$ cat src/rtl/acc_pkg.sv
// Package: operation codes, control states and widths shared by the core.
// Assumes a 4-bit operation field at the top of each instruction word.
package acc_pkg;
    localparam int OP_W = 4;

    localparam logic [OP_W-1:0] OP_LOAD  = 4'h0;
    localparam logic [OP_W-1:0] OP_STORE = 4'h1;
    localparam logic [OP_W-1:0] OP_ADD   = 4'h2;
    localparam logic [OP_W-1:0] OP_SUB   = 4'h3;
    localparam logic [OP_W-1:0] OP_AND   = 4'h4;
    localparam logic [OP_W-1:0] OP_BRZ   = 4'h5;
    localparam logic [OP_W-1:0] OP_BRN   = 4'h6;
    localparam logic [OP_W-1:0] OP_JMP   = 4'h7;
    localparam logic [OP_W-1:0] OP_HALT  = 4'hF;

    typedef enum logic [3:0] {
        ST_INIT,
        ST_FETCH,
        ST_FREAD,
        ST_FWAIT,
        ST_DECODE,
        ST_OPRD,
        ST_OPWAIT,
        ST_EXEC,
        ST_STORE,
        ST_JUMP,
        ST_HALT
    } ctrl_state_t;

    // Register load enables issued by the control unit.
    typedef struct packed {
        logic mar_ld;
        logic mar_from_pc;
        logic ir_ld;
        logic pc_inc;
        logic pc_ld;
        logic mbr_ld;
        logic ac_ld;
    } dp_ctrl_t;
endpackage

$ cat src/rtl/acc_alu.sv
// Accumulator ALU: combines the accumulator with a memory operand.
// Assumes the operation code comes straight from the instruction register;
// for any code other than ADD, SUB or AND the operand passes through (LOAD).
module acc_alu
    import acc_pkg::*;
#(
    parameter int DATA_W = 16
) (
    input  logic [OP_W-1:0]   op,
    input  logic [DATA_W-1:0] acc,
    input  logic [DATA_W-1:0] operand,
    output logic [DATA_W-1:0] result
);
    // Select the result for the current operation.
    always_comb begin
        case (op)
            OP_ADD:  result = acc + operand;
            OP_SUB:  result = acc - operand;
            OP_AND:  result = acc & operand;
            default: result = operand;
        endcase
    end
endmodule

$ cat src/rtl/acc_ctrl.sv
// Control unit: Moore state machine that sequences fetch, decode and the
// class-specific execute paths. Every output depends only on the state;
// the opcode and flags only steer the next-state choice in DECODE.
// Assumes memory returns read data one cycle after mem_rd.
module acc_ctrl
    import acc_pkg::*;
(
    input  logic            clk,
    input  logic            rst_n,
    input  logic [OP_W-1:0] opcode,
    input  logic            flag_z,
    input  logic            flag_n,
    output dp_ctrl_t        dp,
    output logic            mem_rd,
    output logic            mem_wr,
    output logic            halted
);
    ctrl_state_t state, state_nx;

    // State register with synchronous active-low reset.
    always_ff @(posedge clk) begin
        if (!rst_n) state <= ST_INIT;
        else        state <= state_nx;
    end

    // Next-state choice; DECODE branches by instruction class.
    always_comb begin
        state_nx = state;
        case (state)
            ST_INIT:   state_nx = ST_FETCH;
            ST_FETCH:  state_nx = ST_FREAD;
            ST_FREAD:  state_nx = ST_FWAIT;
            ST_FWAIT:  state_nx = ST_DECODE;
            ST_DECODE: begin
                case (opcode)
                    OP_LOAD, OP_ADD, OP_SUB, OP_AND: state_nx = ST_OPRD;
                    OP_STORE: state_nx = ST_STORE;
                    OP_BRZ:   state_nx = flag_z ? ST_JUMP : ST_FETCH;
                    OP_BRN:   state_nx = flag_n ? ST_JUMP : ST_FETCH;
                    OP_JMP:   state_nx = ST_JUMP;
                    OP_HALT:  state_nx = ST_HALT;
                    default:  state_nx = ST_FETCH;
                endcase
            end
            ST_OPRD:   state_nx = ST_OPWAIT;
            ST_OPWAIT: state_nx = ST_EXEC;
            ST_EXEC:   state_nx = ST_FETCH;
            ST_STORE:  state_nx = ST_FETCH;
            ST_JUMP:   state_nx = ST_FETCH;
            ST_HALT:   state_nx = ST_HALT;
            default:   state_nx = ST_INIT;
        endcase
    end

    // Moore outputs decoded from the state alone.
    always_comb begin
        dp             = '0;
        dp.mar_ld      = (state == ST_FETCH) || (state == ST_DECODE);
        dp.mar_from_pc = (state == ST_FETCH);
        dp.ir_ld       = (state == ST_FWAIT);
        dp.pc_inc      = (state == ST_FWAIT);
        dp.pc_ld       = (state == ST_JUMP);
        dp.mbr_ld      = (state == ST_OPWAIT);
        dp.ac_ld       = (state == ST_EXEC);
        mem_rd         = (state == ST_FREAD) || (state == ST_OPRD);
        mem_wr         = (state == ST_STORE);
        halted         = (state == ST_HALT);
    end


    rw_excl_chk: assert property (@(posedge clk) disable iff (!rst_n)
        !(mem_rd && mem_wr));


    fetch_wait_chk: assert property (@(posedge clk) disable iff (!rst_n)
        dp.ir_ld |-> $past(mem_rd));
endmodule

$ cat src/rtl/acc_datapath.sv
// Datapath: program counter, instruction register, address register,
// read buffer, accumulator and N/Z flags, each with its own load enable.
// Assumes at most one of pc_inc and pc_ld is active in a cycle.
module acc_datapath
    import acc_pkg::*;
#(
    parameter int DATA_W = 16,
    parameter int ADDR_W = 12
) (
    input  logic              clk,
    input  logic              rst_n,
    input  dp_ctrl_t          dp,
    input  logic [DATA_W-1:0] mem_rdata,
    output logic [ADDR_W-1:0] mem_addr,
    output logic [DATA_W-1:0] acc,
    output logic [OP_W-1:0]   opcode,
    output logic              flag_z,
    output logic              flag_n
);
    localparam int OP_LSB = DATA_W - OP_W;

    logic [ADDR_W-1:0] pc;
    logic [DATA_W-1:0] ir;
    logic [ADDR_W-1:0] mar;
    logic [DATA_W-1:0] mbr;
    logic [DATA_W-1:0] alu_y;
    logic [ADDR_W-1:0] ir_addr;

    assign opcode   = ir[DATA_W-1:OP_LSB];
    assign ir_addr  = ir[ADDR_W-1:0];
    assign mem_addr = mar;

    acc_alu #(.DATA_W(DATA_W)) u_alu (
        .op      (opcode),
        .acc     (acc),
        .operand (mbr),
        .result  (alu_y)
    );

    // Program counter: cleared on reset, steps after fetch, loads on branch.
    always_ff @(posedge clk) begin
        if (!rst_n)         pc <= '0;
        else if (dp.pc_ld)  pc <= ir_addr;
        else if (dp.pc_inc) pc <= pc + 1'b1;
    end

    // Instruction register and address register.
    always_ff @(posedge clk) begin
        if (!rst_n) begin
            ir  <= '0;
            mar <= '0;
        end else begin
            if (dp.ir_ld)  ir  <= mem_rdata;
            if (dp.mar_ld) mar <= dp.mar_from_pc ? pc : ir_addr;
        end
    end

    // Read buffer captures the operand word.
    always_ff @(posedge clk) begin
        if (!rst_n)         mbr <= '0;
        else if (dp.mbr_ld) mbr <= mem_rdata;
    end

    // Accumulator and flags update together from the ALU.
    always_ff @(posedge clk) begin
        if (!rst_n) begin
            acc    <= '0;
            flag_z <= 1'b0;
            flag_n <= 1'b0;
        end else if (dp.ac_ld) begin
            acc    <= alu_y;
            flag_z <= (alu_y == '0);
            flag_n <= alu_y[DATA_W-1];
        end
    end


    ac_hold_chk: assert property (@(posedge clk) disable iff (!rst_n)
        !dp.ac_ld |=> $stable(acc));


    flag_z_track_chk: assert property (@(posedge clk) disable iff (!rst_n)
        dp.ac_ld |=> (flag_z == (acc == '0)));


    flag_n_track_chk: assert property (@(posedge clk) disable iff (!rst_n)
        dp.ac_ld |=> (flag_n == acc[DATA_W-1]));
endmodule

$ cat src/rtl/acc_cpu.sv
// Top: accumulator processor core on one shared synchronous memory port.
// Assumes a program starts at word 0 and memory answers reads one cycle late.
module acc_cpu
    import acc_pkg::*;
#(
    parameter int DATA_W = 16,
    parameter int ADDR_W = 12
) (
    input  logic              clk,
    input  logic              rst_n,
    output logic [ADDR_W-1:0] mem_addr,
    output logic              mem_rd,
    output logic              mem_wr,
    output logic [DATA_W-1:0] mem_wdata,
    input  logic [DATA_W-1:0] mem_rdata,
    output logic [DATA_W-1:0] acc_value,
    output logic              halted
);
    dp_ctrl_t        dp;
    logic [OP_W-1:0] opcode;
    logic            flag_z;
    logic            flag_n;
    logic [DATA_W-1:0] acc;

    acc_ctrl u_ctrl (
        .clk    (clk),
        .rst_n  (rst_n),
        .opcode (opcode),
        .flag_z (flag_z),
        .flag_n (flag_n),
        .dp     (dp),
        .mem_rd (mem_rd),
        .mem_wr (mem_wr),
        .halted (halted)
    );

    acc_datapath #(.DATA_W(DATA_W), .ADDR_W(ADDR_W)) u_dp (
        .clk       (clk),
        .rst_n     (rst_n),
        .dp        (dp),
        .mem_rdata (mem_rdata),
        .mem_addr  (mem_addr),
        .acc       (acc),
        .opcode    (opcode),
        .flag_z    (flag_z),
        .flag_n    (flag_n)
    );

    assign mem_wdata = acc;
    assign acc_value = acc;


    halt_hold_chk: assert property (@(posedge clk) disable iff (!rst_n)
        halted |=> (halted && !mem_rd && !mem_wr));
endmodule

$ cat config.mk
export PLATFORM = sky130hd
export DESIGN_NAME = acc_cpu
export DESIGN_NICKNAME = d
export VERILOG_FILES = /design/src/rtl/acc_pkg.sv /design/src/rtl/acc_alu.sv /design/src/rtl/acc_ctrl.sv /design/src/rtl/acc_datapath.sv /design/src/rtl/acc_cpu.sv
export SDC_FILE = /design/constraint.sdc
export NUM_CORES = 1
export LEC_CHECK = 0
export CAP_MARGIN = 20
export CORE_UTILIZATION = 51
export CTS_CLUSTER_DIAMETER = 120
export DETAILED_ROUTE_END_ITERATION = 10
export MAX_ROUTING_LAYER = met4
export PLACE_DENSITY = 0.75
export SYNTH_ARGS = -nofsm -noshare
export SYNTH_HDL_FRONTEND = slang
export SYNTH_SLANG_ARGS = --single-unit
$ cat constraint.sdc
create_clock -name clk -period 5.1 [get_ports clk]
set_input_delay 1.02 -clock clk [delete_from_list [all_inputs] [get_ports clk]]
set_output_delay 1.02 -clock clk [all_outputs]
set_load 0.02 [all_outputs]
==> results.tsv, run 1 <==
stage	metric	value	unit
pwr	P_leak	1.93	nW
sta	Period Utilization, post-route	82.6	%
detailed_routing	total iterations of the first detailed-routing run	7	
setup_path	CP Data Arrival Time	4.49	ns
grt	All-Layer GR Usage	27.1	%
synthesis	Synth Area in Compound Gates	23.8	%
sta	Slew headroom	36.2	%
pwr	Worst VDD drop	0.158	mV
sta	fin crit period	4.21	ns
die	Die Area	9450	sq um
setup_path	Crit Path Max Fanout	9	
setup_path	Setup CP Type	register to register	
setup_path	R2R cell count	14	
cts	H-tree depth	3	
cts	# clock sinks	77	
synthesis	Yosys top cell area share	33.3	%
die	chip width	97.2	microns
run_status	outcome	complete, no violations	
place	pre-CTS WS	0.975	ns
setup_path	Crit-path slowest cell	nor3b_2	
setup_path	crit path cell chain	nor3b_2 > nand2_1 > nand2_1 > o21ai_0 > fa_1 > nand2b_1 > a21oi_1 > o21ai_1 > a31oi_1 > o31ai_1 > nor4_2 > o2111ai_1 > or4_1 > o31ai_2	
synthesis	Synth Cell Area	4620	sq um
sta	f_max	237	MHz
synthesis	Synth Warn #	0	
detailed_routing	DR iter-0 viols	281	
setup_path	reg-to-reg endpoint	u_dp.flag_z	
synthesis	Post-Synth Adder-Cell Area	5.30	%
final_layout	final std cells w/o fill	747	
synthesis	largest family of logic cells by synthesized area	compound AO/OA/AOI/OAI gates	
grt	first-pass GRT wire length	20.1	mm
synthesis	Syn Inst Count	607	
cts	CTS Buf Count	9	
cts	hold buffers post-CTS	0	
sta	TNS Setup	0	ns
final_layout	Layout area overhead	16.9	%
place	post-DP HPWL	8.86	mm
setup_path	Top cell by count, worst path	nand2_1	
sta	actual slew at the worst max-slew pin	0.954	ns
synthesis	Seq/Total Area, Yosys	33.3	%
setup_path	crit path launch	u_dp.ir[13]	
sta	RSZ-0062 raised after global routing	no	
place	Inst Count DP	730	
cts	clk slew on worst S/H paths	0.09	ns
die	row count	34	
setup_path	flop2flop setup slack	0.89	ns
sta	Max Transition Viols Final	0	
hold_path	hold path cells	2	
die	core footprint	8760	sq um
setup_path	CP required	5.38	ns
cts	post-cts resize count	0	
sta	final setup vio count	0	
final_layout	most frequent cells in the layout	89 x nand2_1, 77 x dfxtp_1, 74 x nor2_1	
detailed_routing	DR vias/cell	5.93	
setup_path	startpoint class of the critical path	register	
place	number of buffers added on ports	64	
synthesis	ys flop type	dfxtp_1	
cts	clock buffer depth	2	
synthesis	Area contributors post-synth	dfxtp_1 33%, nand2_1 7.2%, a21oi_1 7.1%, nor2_1 6.0%, ha_1 4.9%	
final_layout	NumNets Final	671	
hold_path	min-delay worst type	register to register	
final_layout	ant diodes	0	
cts	Root Driver	clkbuf_8	
run	Max-Cap Viols	0	
sta	Fin. Hold Viols	0	
setup_path	crit path to	u_dp.flag_z	
pwr	Pwr Total	1.33	mW
synthesis	Post-synth EDFFs	0	
detailed_routing	detailed-route wire length	12.2	mm
synthesis	post-synthesis xor/xnor area fraction	5.12	%
grt	antenna violations before repair	0	
synthesis	fraction of synthesized area in multiplexers	2.60	%
cts	Clock Latency Late Sink	0.36	ns
die	# IOs	65	
setup_path	worst r2r src	u_dp.ir[13]	
synthesis	Synth Area in Simple Gates	22.7	%
detailed_routing	wire per inst	16.3	microns
cts	setup bufs post-CTS	0	
setup_path	Crit path depth	14	
synthesis	Synth cell types	68	
die	Initial Util	52.8	%
detailed_routing	ANT nets after route	0	
detailed_routing	DRC viols	0	
grt	Overflow after GRT	0	
detailed_routing	total number of vias	4431	
setup_path	critical path buffer and inverter count	0	
final_layout	Filler Cells Inserted	808	
pwr	PD cells	246	nW/um^2
sta	Clock Skews	0.0133	ns
setup_path	CP peak stage delay	0.52	ns
setup_path	CP Capture Type	register	
synthesis	register bit total from synthesis	77	
hold_path	HP Start	u_dp.ir[6]	
sta	worst setup margin	0.885	ns
grt	vias in the first global route	4045	
place	routability cong.	0.916	
final_layout	post-layout util	61.7	%
setup_path	delay-heaviest family, CP	simple AND/OR/NAND/NOR gates	
final_layout	share of cells above drive strength 1	5.01	%
cts	CTS tree	yes	
final_layout	most common cell after layout, fill and taps aside	nand2_1	
synthesis	asr flop ratio synth	0	%
synthesis	syn_nets	644	
die	Die Ht	97.2	microns
synthesis	mean area per synthesized cell	7.62	sq um
grt	largest net degree at the start of global routing	58	
synthesis	dominant cell type by area after synthesis	dfxtp_1	
[metrics by stage]
step / cell area, sq um / hold WS [ns]
after floorplan: 4620 / 0.449
after global placement: 5180 / 0.461
after detailed placement: 5180 / 0.466
after CTS: 5380 / 0.479
after global routing: 5400 / 0.504
final: 5400 / 0.478
[cell usage after synthesis (all sizes together), types with 2 or more instances]
library cell  number
nor4               3
a31oi              7
o41ai              2
nand3              6
inv               13
dfxtp             77
nor2              75
o211a              2
nor4b              2
o311ai             2
ha                18
a22oi              5
o31ai              4
o32ai              2
nor2b              5
nor3b              4
o2111ai            2
clkbuf            33
buf               21
nor3              14
or3                3
a221oi             3
o211ai            11
o32a               2
mux2i             12
nand2b             8
nand2             89
o22ai              3
xnor2             14
a21oi             66
o21ai             36
xor2              13
and3               9
or2                3
a211oi            17
[routing by layer]
metal	up-vias	share of wire, %	global-route usage, %
met3	24	4.4	3.53
met4	0	2.1	10.2
li1	2183	-	-
met1	2103	48	37.2
met2	121	45	40.9
met5	-	0	-
[logic make-up after synthesis]
logic type	count (synthesis)
compound gates	175
flops	77
buf+inv	68
fa+ha+maj	19
mux	12
xor+xnor	27
simple gates	229
[worst min-delay path by stage]
| stage | endpoint | slack (ns) |
|---|---|---|
| global placement | u_dp.ir[1] | 0.46 |
| finish | u_dp.ir[6] | 0.48 |
| CTS | u_dp.ir[6] | 0.48 |
| floorplan | u_dp.ir[5] | 0.45 |
| detailed placement | u_dp.ir[6] | 0.47 |
| global route | u_dp.ir[4] | 0.50 |
[flip-flops by register name (all words and copies together) (netlist names)]
name,count
u_ctrl.state,4
u_dp.acc,15
u_dp.flag_n,1
u_dp.flag_z,1
u_dp.ir,16
u_dp.mbr,16
u_dp.mem_addr,12
u_dp.pc,12
[where the power goes]
part           leakage (nW)  total (mW)  internal [mW]  switching [mW]
Clock                0.0973       0.472          0.230           0.242
Combinational          1.21       0.224         0.0979           0.126
Sequential            0.624       0.634          0.617          0.0177
[tightest hold or removal path, delay by kind of cell, from the launching register on]
family,cells,cell delay [ns]
and+or+nand+nor,1,0.06
AOI/OAI and AO/OA,1,0.05
DFF,1,0.33
[layout make-up]
class / instances / area [sq um] / share of cell area (%)
Multi-Input combinational cell: 462 / 2760 / 51.1
Sequential cell: 77 / 1540 / 28.5
Timing Repair Buffer: 70 / 718 / 13.3
Tap cell: 108 / 135 / 2.50
Clock buffer: 10 / 128 / 2.36
Clock inverter: 6 / 68.8 / 1.27
Inverter: 14 / 52.6 / 0.973
Power figures use the tool's default switching activity.
==> run 2, diff against run 1 <==
CORE_UTILIZATION = 50   (was 51)
PLACE_DENSITY = 0.77   (was 0.75)
clock period = 3.7 ns   (was 5.1 ns; I/O delays follow)
==> results.tsv, run 2 (synthesis gave the netlist of run 1 again) <==
stage	metric	value	unit
run_status	outcome	finished, violations left	
run_status	violations in the final reports	DRC	
sta	Period Utilization, post-route	97.0	%
place	routability cong.	0.942	
setup_path	CP Data Arrival Time	3.87	ns
cts	H-tree depth	3	
hold_path	min-delay worst type	register to register	
cts	clk slew on worst S/H paths	0.09	ns
final_layout	final std cells w/o fill	778	
setup_path	startpoint class of the critical path	register	
place	Area after DPL	5340	sq um
detailed_routing	ANT nets after route	0	
hold_path	HP Start	u_dp.ir[6]	
sta	RSZ-0062 raised after global routing	yes	
sta	hold slack	0.476	ns
hold_path	hold path cells	2	
die	Die Ht	98.2	microns
sta	final setup vio count	0	
final_layout	most common cell after layout, fill and taps aside	nand2_1	
place	Inst Count DP	753	
sta	f_max	279	MHz
place	pre-CTS WS	-0.0221	ns
grt	All-Layer GR Usage	27.0	%
place	number of buffers added on ports	64	
setup_path	critical path buffer and inverter count	1	
final_layout	Filler Cells Inserted	800	
pwr	Pwr Total	1.88	mW
detailed_routing	wire per inst	16.3	microns
sta	fin crit period	3.59	ns
setup_path	CP Capture Type	register	
setup_path	flop2flop setup slack	0.11	ns
detailed_routing	total iterations of the first detailed-routing run	10	
detailed_routing	total number of vias	4555	
grt	first-pass GRT wire length	20.3	mm
grt	antenna violations before repair	0	
pwr	Worst VDD drop	0.191	mV
sta	Slew headroom	28.5	%
sta	Max Transition Viols Final	0	
detailed_routing	detailed-route wire length	12.7	mm
setup_path	crit path cell chain	nor3b_4 > nand2_2 > buf_4 > o31ai_2 > xor2_1 > ha_2 > and3_4 > a31oi_4 > and4_1 > o31ai_2 > nor4_4 > o2111ai_1 > or4_1 > o31ai_2	
detailed_routing	DRC viols	2	
final_layout	Top Registers	u_dp.ir x16, u_dp.mbr x16, u_dp.acc x15	
place	post-DP HPWL	8.95	mm
setup_path	reg-to-reg endpoint	u_dp.flag_z	
cts	CTS tree	yes	
setup_path	CP peak stage delay	0.55	ns
pwr	P_leak	2.13	nW
sta	Clock Skews	0.00519	ns
die	row count	34	
sta	Fin. Hold Viols	0	
setup_path	worst r2r src	u_dp.ir[15]	
die	# IOs	65	
cts	hold buffers post-CTS	0	
setup_path	Crit path depth	14	
final_layout	Final Cell Area	5780	sq um
run	Max-Cap Viols	0	
grt	vias in the first global route	4068	
detailed_routing	DR vias/cell	5.85	
final_layout	Layout area overhead	25.1	%
sta	worst setup margin	0.111	ns
cts	Root Driver	clkbuf_8	
die	Die Area	9640	sq um
grt	largest net degree at the start of global routing	58	
hold_path	WHS Endpoint	u_dp.ir[6]	
pwr	PD cells	326	nW/um^2
cts	Clock Latency Late Sink	0.36	ns
setup_path	Top cell by count, worst path	o31ai_2	
die	core footprint	8850	sq um
sta	actual slew at the worst max-slew pin	1.07	ns
setup_path	delay-heaviest family, CP	simple AND/OR/NAND/NOR gates	
final_layout	most frequent cells in the layout	88 x nand2_1, 76 x dfxtp_1, 74 x nor2_1	
die	chip width	98.2	microns
grt	Overflow after GRT	0	
detailed_routing	DR iter-0 viols	329	
setup_path	CP required	3.98	ns
setup_path	Crit-path slowest cell	or4_1	
final_layout	share of cells above drive strength 1	14.0	%
final_layout	NumNets Final	702	
setup_path	Crit Path Max Fanout	6	
setup_path	R2R cell count	14	
cts	CTS Buf Count	9	
final_layout	ant diodes	0	
cts	clock buffer depth	2	
setup_path	Setup CP Type	register to register	
cts	# clock sinks	77	
die	Initial Util	52.2	%
setup_path	crit path launch	u_dp.ir[15]	
==> run 2: worst max path at each step <==
stage,end
final,u_dp.flag_z
after global routing,u_dp.flag_z
after floorplan,u_dp.flag_z
after global placement,u_dp.flag_z
after detailed placement,u_dp.flag_z
after CTS,u_dp.flag_z
==> run 2: report_power, final <==
part | internal [mW] | switching [mW] | leakage [nW] | total, mW
clock | 0.318 | 0.349 | 0.0977 | 0.667
sequential | 0.850 | 0.0224 | 0.624 | 0.872
combinational | 0.158 | 0.187 | 1.41 | 0.346
==> run 2: layout make-up <==
class,count,area (sq um),share of cell area (%)
Clock buffer,10,128,2.21
Clock inverter,6,68.8,1.19
Inverter,14,52.6,0.909
Multi-Input combinational cell,462,2940,50.8
Sequential cell,77,1540,26.7
Tap cell,108,135,2.34
Timing Repair Buffer,101,918,15.9
==> run 2: stage by stage <==
stage | TNS (ns) | utilization [%]
after global routing | -0.102 | 65.4
final | 0 | 65.4
after CTS | 0 | 62.6
after detailed placement | -0.0221 | 60.3
after global placement | 0 | 60.3
after floorplan | 0 | -
==> run 2: metal layers <==
| layer | wire length, microns | up-vias | global-route usage (%) |
|---|---|---|---|
| met5 | 0 | - | - |
| met4 | 250 | 0 | 8.15 |
| met3 | 632 | 21 | 3.65 |
| met2 | 5800 | 143 | 41.3 |
| met1 | 6010 | 2146 | 37.2 |
| li1 | - | 2245 | - |
==> run 2: what timing repair did <==
action,CTS,global route
setup endpoints to repair,1,1
buffers inserted,0,9
hold endpoints to repair,0,0
pin swaps,0,22
gates resized for setup,1,38
==> run 2: worst reg2reg max path: cells and delay by family (launching register included) <==
| family | cells | cell delay, ns |
|---|---|---|
| compound gates | 5 | 0.70 |
| simple gates | 6 | 1.75 |
| fa+ha+maj | 1 | 0.34 |
| buf+inv | 1 | 0.19 |
| flops | 1 | 0.34 |
| xor+xnor | 1 | 0.19 |
